## config.mk

```make
export PLATFORM = sky130hd
export DESIGN_NAME = vgic_eoi_unit
export DESIGN_NICKNAME = d
export VERILOG_FILES = /design/src/rtl/vgic_eoi_unit.sv
export SDC_FILE = /design/constraint.sdc
export NUM_CORES = 1
export LEC_CHECK = 0
export BUFFER_PORTS_ARGS = -buffer_cell sky130_fd_sc_hd__buf_2
export CORE_ASPECT_RATIO = 0.6
export CORE_MARGIN = 5
export CORE_UTILIZATION = 46
export DETAILED_ROUTE_END_ITERATION = 16
export PLACE_DENSITY = 0.67
export SYNTH_ARGS = -nofsm -noshare
export SYNTH_HDL_FRONTEND = slang
export SYNTH_SLANG_ARGS = --single-unit
export TNS_END_PERCENT = 20
```

## constraint.sdc

```tcl
create_clock -name clk -period 4 [get_ports clk]
set_input_delay 0.8 -clock clk [delete_from_list [all_inputs] [get_ports clk]]
set_output_delay 0.8 -clock clk [all_outputs]
set_load 0.01 [all_outputs]
```

## src/rtl/vgic_eoi_unit.sv

```systemverilog
module vgic_eoi_unit #(
  parameter int NUM_LR   = 4,
  parameter int PRIO_W   = 5,
  parameter int ID_W     = 10,
  parameter int ADDR_W   = 8,
  parameter int EOI_OFFS = 'h24,
  parameter int SPC_LO   = 1020
) (
  input  logic                        clk,
  input  logic                        rst_n,
  input  logic                        eoi_mode,
  input  logic                        wr_valid,
  output logic                        wr_ready,
  input  logic [ADDR_W-1:0]           wr_addr,
  input  logic [31:0]                 wr_data,
  input  logic                        ack_valid,
  input  logic [PRIO_W-1:0]           ack_prio,
  input  logic                        lr_we,
  input  logic [$clog2(NUM_LR)-1:0]   lr_widx,
  input  logic [4+PRIO_W+2*ID_W+2:0]  lr_wdata,
  input  logic [$clog2(NUM_LR)-1:0]   lr_ridx,
  output logic [4+PRIO_W+2*ID_W+2:0]  lr_rdata,
  output logic [PRIO_W-1:0]           run_prio,
  output logic                        run_idle,
  output logic                        deact_valid,
  input  logic                        deact_ready,
  output logic [ID_W-1:0]             deact_pid
);
  localparam int APR_W   = 1 << PRIO_W;
  localparam int IDX_W   = $clog2(NUM_LR);
  localparam int LR_W    = 4 + PRIO_W + 2*ID_W + 3;
  localparam int HW_B    = 2;
  localparam int GRP_B   = 3;
  localparam int PR_LSB  = 4;
  localparam int VID_LSB = PR_LSB + PRIO_W;
  localparam int PID_LSB = VID_LSB + ID_W;
  localparam int SRC_LSB = PID_LSB + ID_W;

  logic [LR_W-1:0]   lr_q [NUM_LR];
  logic [APR_W-1:0]  apr_q;
  logic [PRIO_W-1:0] top_prio;
  logic [NUM_LR-1:0] match;
  logic [IDX_W-1:0]  sel;
  logic [LR_W-1:0]   mw;
  logic [ID_W-1:0]   wid, mpid;
  logic [2:0]        wsrc;
  logic hit, wid_spc, pid_spc, any_m, g0_block, accept, do_deact, fwd;
  logic [APR_W-1:0]  drop_mask, set_mask;
  logic unused_hi;

  assign unused_hi = ^wr_data[31:13];

  always_comb begin
    top_prio = '1;
    for (int i = APR_W-1; i >= 0; i--)
      if (apr_q[i]) top_prio = PRIO_W'(i);
  end
  assign run_idle = (apr_q == '0);
  assign run_prio = top_prio;

  assign wr_ready = !deact_valid;
  assign hit      = wr_valid && wr_ready && (wr_addr == ADDR_W'(EOI_OFFS));
  assign wid      = wr_data[ID_W-1:0];
  assign wsrc     = wr_data[12:10];
  assign wid_spc  = (wid >= ID_W'(SPC_LO)) && (wid <= ID_W'(SPC_LO + 3));

  for (genvar g = 0; g < NUM_LR; g++) begin : g_match
    logic [ID_W-1:0] vid;
    assign vid = lr_q[g][VID_LSB +: ID_W];
    assign match[g] = lr_q[g][1] && (vid == wid) &&
                      ((vid >= ID_W'(16)) || (lr_q[g][SRC_LSB +: 3] == wsrc));
  end

  always_comb begin
    sel = '0;
    for (int i = NUM_LR-1; i >= 0; i--)
      if (match[i]) sel = IDX_W'(i);
  end
  assign any_m   = |match;
  assign mw      = lr_q[sel];
  assign mpid    = mw[PID_LSB +: ID_W];
  assign pid_spc = (mpid >= ID_W'(SPC_LO)) && (mpid <= ID_W'(SPC_LO + 3));

  assign g0_block  = any_m && !mw[GRP_B] && !run_idle && (mw[PR_LSB +: PRIO_W] == top_prio);
  assign accept    = hit && !wid_spc && !g0_block;
  assign drop_mask = (accept && !run_idle) ? (APR_W'(1) << top_prio) : '0;
  assign set_mask  = ack_valid ? (APR_W'(1) << ack_prio) : '0;
  assign do_deact  = accept && !eoi_mode && any_m && mw[GRP_B];
  assign fwd       = do_deact && mw[HW_B] && !pid_spc;

  always_ff @(posedge clk) begin
    if (!rst_n) apr_q <= '0;
    else        apr_q <= (apr_q & ~drop_mask) | set_mask;
  end

  for (genvar g = 0; g < NUM_LR; g++) begin : g_lr
    always_ff @(posedge clk) begin
      if (!rst_n)
        lr_q[g] <= '0;
      else if (lr_we && (lr_widx == IDX_W'(g)))
        lr_q[g] <= lr_wdata;
      else if (do_deact && (sel == IDX_W'(g)))
        lr_q[g][1] <= 1'b0;
    end
  end

  assign lr_rdata = lr_q[lr_ridx];

  always_ff @(posedge clk) begin
    if (!rst_n) begin
      deact_valid <= 1'b0;
      deact_pid   <= '0;
    end else if (fwd) begin
      deact_valid <= 1'b1;
      deact_pid   <= mpid;
    end else if (deact_ready) begin
      deact_valid <= 1'b0;
    end
  end

  p_hold_r7: assert property (@(posedge clk) disable iff (!rst_n)
    deact_valid && !deact_ready |=> deact_valid && $stable(deact_pid));

  p_block_r10: assert property (@(posedge clk) disable iff (!rst_n)
    deact_valid |-> !wr_ready);

  p_nospecial_r8: assert property (@(posedge clk) disable iff (!rst_n)
    deact_valid |-> (deact_pid < ID_W'(SPC_LO)) || (deact_pid > ID_W'(SPC_LO + 3)));

  p_drop_r3: assert property (@(posedge clk) disable iff (!rst_n)
    hit && !wid_spc && !any_m && !run_idle && !ack_valid
    |=> $countones(apr_q) == $countones($past(apr_q)) - 1);

  p_ignore_r4: assert property (@(posedge clk) disable iff (!rst_n)
    hit && wid_spc && !ack_valid |=> apr_q == $past(apr_q));

  p_ackset_r11: assert property (@(posedge clk) disable iff (!rst_n)
    ack_valid |=> apr_q[$past(ack_prio)]);
endmodule

```

==> results.sh <==
export IMPL_die_area_um2=23500
export IMPL_crit_buf_inv=3
export IMPL_start_util_pct=46.9
export IMPL_max_freq_mhz=258
export IMPL_place_congestion=0.878
export IMPL_dp_worst_setup_slack_ns=-0.156
export IMPL_clkPwrFrac_pct=40.5
export IMPL_syn_area_per_cell_um2=11.4
export IMPL_path_class="flop to flop"
export IMPL_required_ns=4.37
export IMPL_cts_buffer_depth=2
export IMPL_die_h_um=121
export IMPL_grt_max_degree=33
export IMPL_synth_edf_count=128
export IMPL_path_max_fanout=6
export IMPL_swShare_pct=25.8
export IMPL_cts_buffers=17
export IMPL_antenna_found_initial=2
export IMPL_hp_class="flop to flop"
export IMPL_firstDrtPassIters=5
export IMPL_antenna_left=0
export IMPL_crit_family="simple AND/OR/NAND/NOR gates"
export IMPL_finalWorstSetupSlack_ns=0.124
export IMPL_h_tree_depth=4
export IMPL_insertion_delay_ns=0.44
export IMPL_final_core_util_pct=56.0
export IMPL_worst_pin_slew_ns=0.826
export IMPL_area_growth_pct=19.4
export IMPL_yosysSeqAreaShare_pct=50.1
export IMPL_p_sw_mw=1.17
export IMPL_max_cap_violations=0
export IMPL_cts_tree="done"
export IMPL_grt_pass1_wl_mm=43.5
export IMPL_dp_hpwl_mm=20.7
export IMPL_grt_pass1_vias=6975
export IMPL_core_area_um2=20000
export IMPL_port_buffers=118
export IMPL_fin_crit_ns=3.88
export IMPL_powerDensity_nw_per_um2=405
export IMPL_drcViolationCount=0
export IMPL_p_comb_share_pct=13.3
export IMPL_final_common_cell="and2_1"
export IMPL_vias_per_cell=6.10
export IMPL_ios=138
export IMPL_ctsHoldBuffers=0
export IMPL_power_static_leakage_nw=4.03
export IMPL_layout_common_cells="and2_1 (134), edfxtp_1 (128), buf_2 (118)"
export IMPL_first_iter_violations=1032
export IMPL_synthFlopType="edfxtp_1"
export IMPL_dr_total_vias=7591
export IMPL_seq_power_share_pct=46.1
export IMPL_peakVddDrop_mv=0.287
export IMPL_synth_seq_cells=171
export IMPL_postSynthCellCount=825
export IMPL_p_int_mw=3.37
export IMPL_root_buffer="clkbuf_16"
export IMPL_ys_types=70
export IMPL_endpoint_kind="flop"
export IMPL_hold_violations=0
export IMPL_path_cells="or4_1 > nor3_2 > nand2_1 > a221oi_2 > buf_4 > o21a_1 > nor2_1 > nor4_1 > buf_4 > o211a_1 > buf_4 > mux2i_1"
export IMPL_drt_total_wl_mm=29.3
export IMPL_synth_area_um2=9400
export IMPL_fin_nets=1046
export IMPL_crit_path_start_kind="flop"
export IMPL_finalCritPeriodShare_pct=96.9
export IMPL_grtUsageTotal_pct=24.5
export IMPL_worstPathArrival_ns=4.24
export IMPL_finalClockSkew_ns=0.00966
export IMPL_cpMaxStageDelayCell="or4_1"
export IMPL_wl_per_cell_um=23.5
export IMPL_async_reset_ff_share_pct=0
export IMPL_cpPeakStageDelay_ns=0.56
export IMPL_syn_num_nets=913
export IMPL_drv_slew=0
export IMPL_run_status="finished clean"
export IMPL_rsz0062_at_grt="false"
export IMPL_row_count=40
export IMPL_synth_warning_count=0
export IMPL_drive_gt1_share_pct=26.6
export IMPL_grt_ovfl_total=0
export IMPL_clkTransAtPathRegs_ns=0.07
export IMPL_setup_viol=0
export IMPL_maxSlewHeadroom_pct=44.7
export IMPL_cp_common_cell="buf_4"
export IMPL_cts_sinks=171
export IMPL_die_w_um=195
==> path summary, 6_finish.rpt <==
kind / cells past startpoint / startpoint / end / slack, ns
worst max-delay path: 12 / lr_q[3][15] / deact_pid[5] / 0.12
worst min register to register: 2 / deact_pid[6] / deact_pid[6] / 0.46
worst min-delay path: 2 / deact_pid[6] / deact_pid[6] / 0.46
worst max register to register: 12 / lr_q[3][15] / deact_pid[5] / 0.12
==> routing by layer <==
layer | part of all wire, % | global-route usage, % | vias to the layer above
li1 | - | - | 3388
met1 | 46 | 38.0 | 3688
met2 | 41 | 33.6 | 477
met3 | 12 | 7.24 | 36
met4 | 1.2 | 5.00 | 2
met5 | 0.024 | 0 | -
==> state kept, by name, summed over array words and instances, names as in the netlist <==
signal and count:
apr_q 32, deact_pid 10, deact_valid 1, lr_q 128
==> area by class of cell <==
type / instances / area (µm²)
Inverter: 15 / 56.3
Tap cell: 273 / 342
Fill cell: 1738 / 8800
Antenna cell: 1 / 2.50
Multi-Input combinational cell: 586 / 4420
Sequential cell: 171 / 4700
Clock buffer: 17 / 425
Timing Repair Buffer: 167 / 1050
Clock inverter: 15 / 220
==> worst reg2reg max path, delay by kind of cell, from the launching register on <==
| family | cells | cell delay [ns] |
|---|---|---|
| AOI/OAI and AO/OA | 3 | 0.85 |
| buffers and inverters | 3 | 0.67 |
| DFF | 1 | 0.47 |
| muxes | 1 | 0.20 |
| and+or+nand+nor | 5 | 1.63 |
==> timing repair <==
action                     in CTS  in global routing
buffers inserted                0                  3
setup endpoints to repair       0                  6
gates resized for setup         0                  1
hold endpoints to repair        0                  0
==> per-stage QoR <==
stage / instance area [µm²] / total power [mW] / instances / TNS, ns / hold WS (ns)
global placement: 10500 / 2.71 / 1208 / -0.890 / 0.438
floorplan: 9400 / 2.46 / 825 / 0 / 0.448
global route: 11200 / 4.68 / 1245 / 0 / 0.484
CTS: 11200 / 4.54 / 1240 / 0 / 0.460
finish: 11200 / 4.54 / 1245 / 0 / 0.456
detailed placement: 10500 / 2.72 / 1208 / -1.17 / 0.445
==> Yosys cell counts, drive strengths merged, types with 4 or more instances <==
library cell  instances  area share [%]
nor2                 38             1.5
o311ai               25             2.3
o2111ai              14             1.3
nand3                31             1.7
nor3                 13            0.85
dfxtp                43             9.2
o21bai                4            0.32
inv                  14            0.56
clkbuf               28             1.1
nand2b                4            0.27
a21oi                17            0.95
mux4                 32             7.7
edfxtp              128              41
mux2i                11             1.2
or4                   5            0.40
o31ai                 7            0.56
xor2                  8            0.75
nand2                48             1.9
buf                  26             1.7
and2                134             8.9
o22ai                 4            0.27
a311oi                9            0.91
nand4                14             1.0
xnor2                47             4.6
o21ai                50             2.7
o21a                  7            0.56
nor4                 11            0.96
==> logic make-up (layout without fill, tap and decap cells) <==
family	count (synthesis)	count (layout)	synth area share [%]
AOI/OAI and AO/OA	169	170	13.1
xor gates and xnor gates	55	55	5.37
buffers and inverters	69	214	3.46
DFF	171	171	50.1
muxes	45	45	9.08
other	0	1	0
and+or+nand+nor	316	316	18.9
==> power groups by stage <==
stage          logic (mW)  registers, mW  clock network, mW
6_report            0.605           2.09               1.84
3_5_place_dp        0.593           2.13                  0
5_1_grt             0.648           2.10               1.93
4_1_cts             0.597           2.09               1.85
3_3_place_gp        0.588           2.13                  0
2_1_floorplan       0.357           2.10                  0
Power figures use the tool's default switching activity.
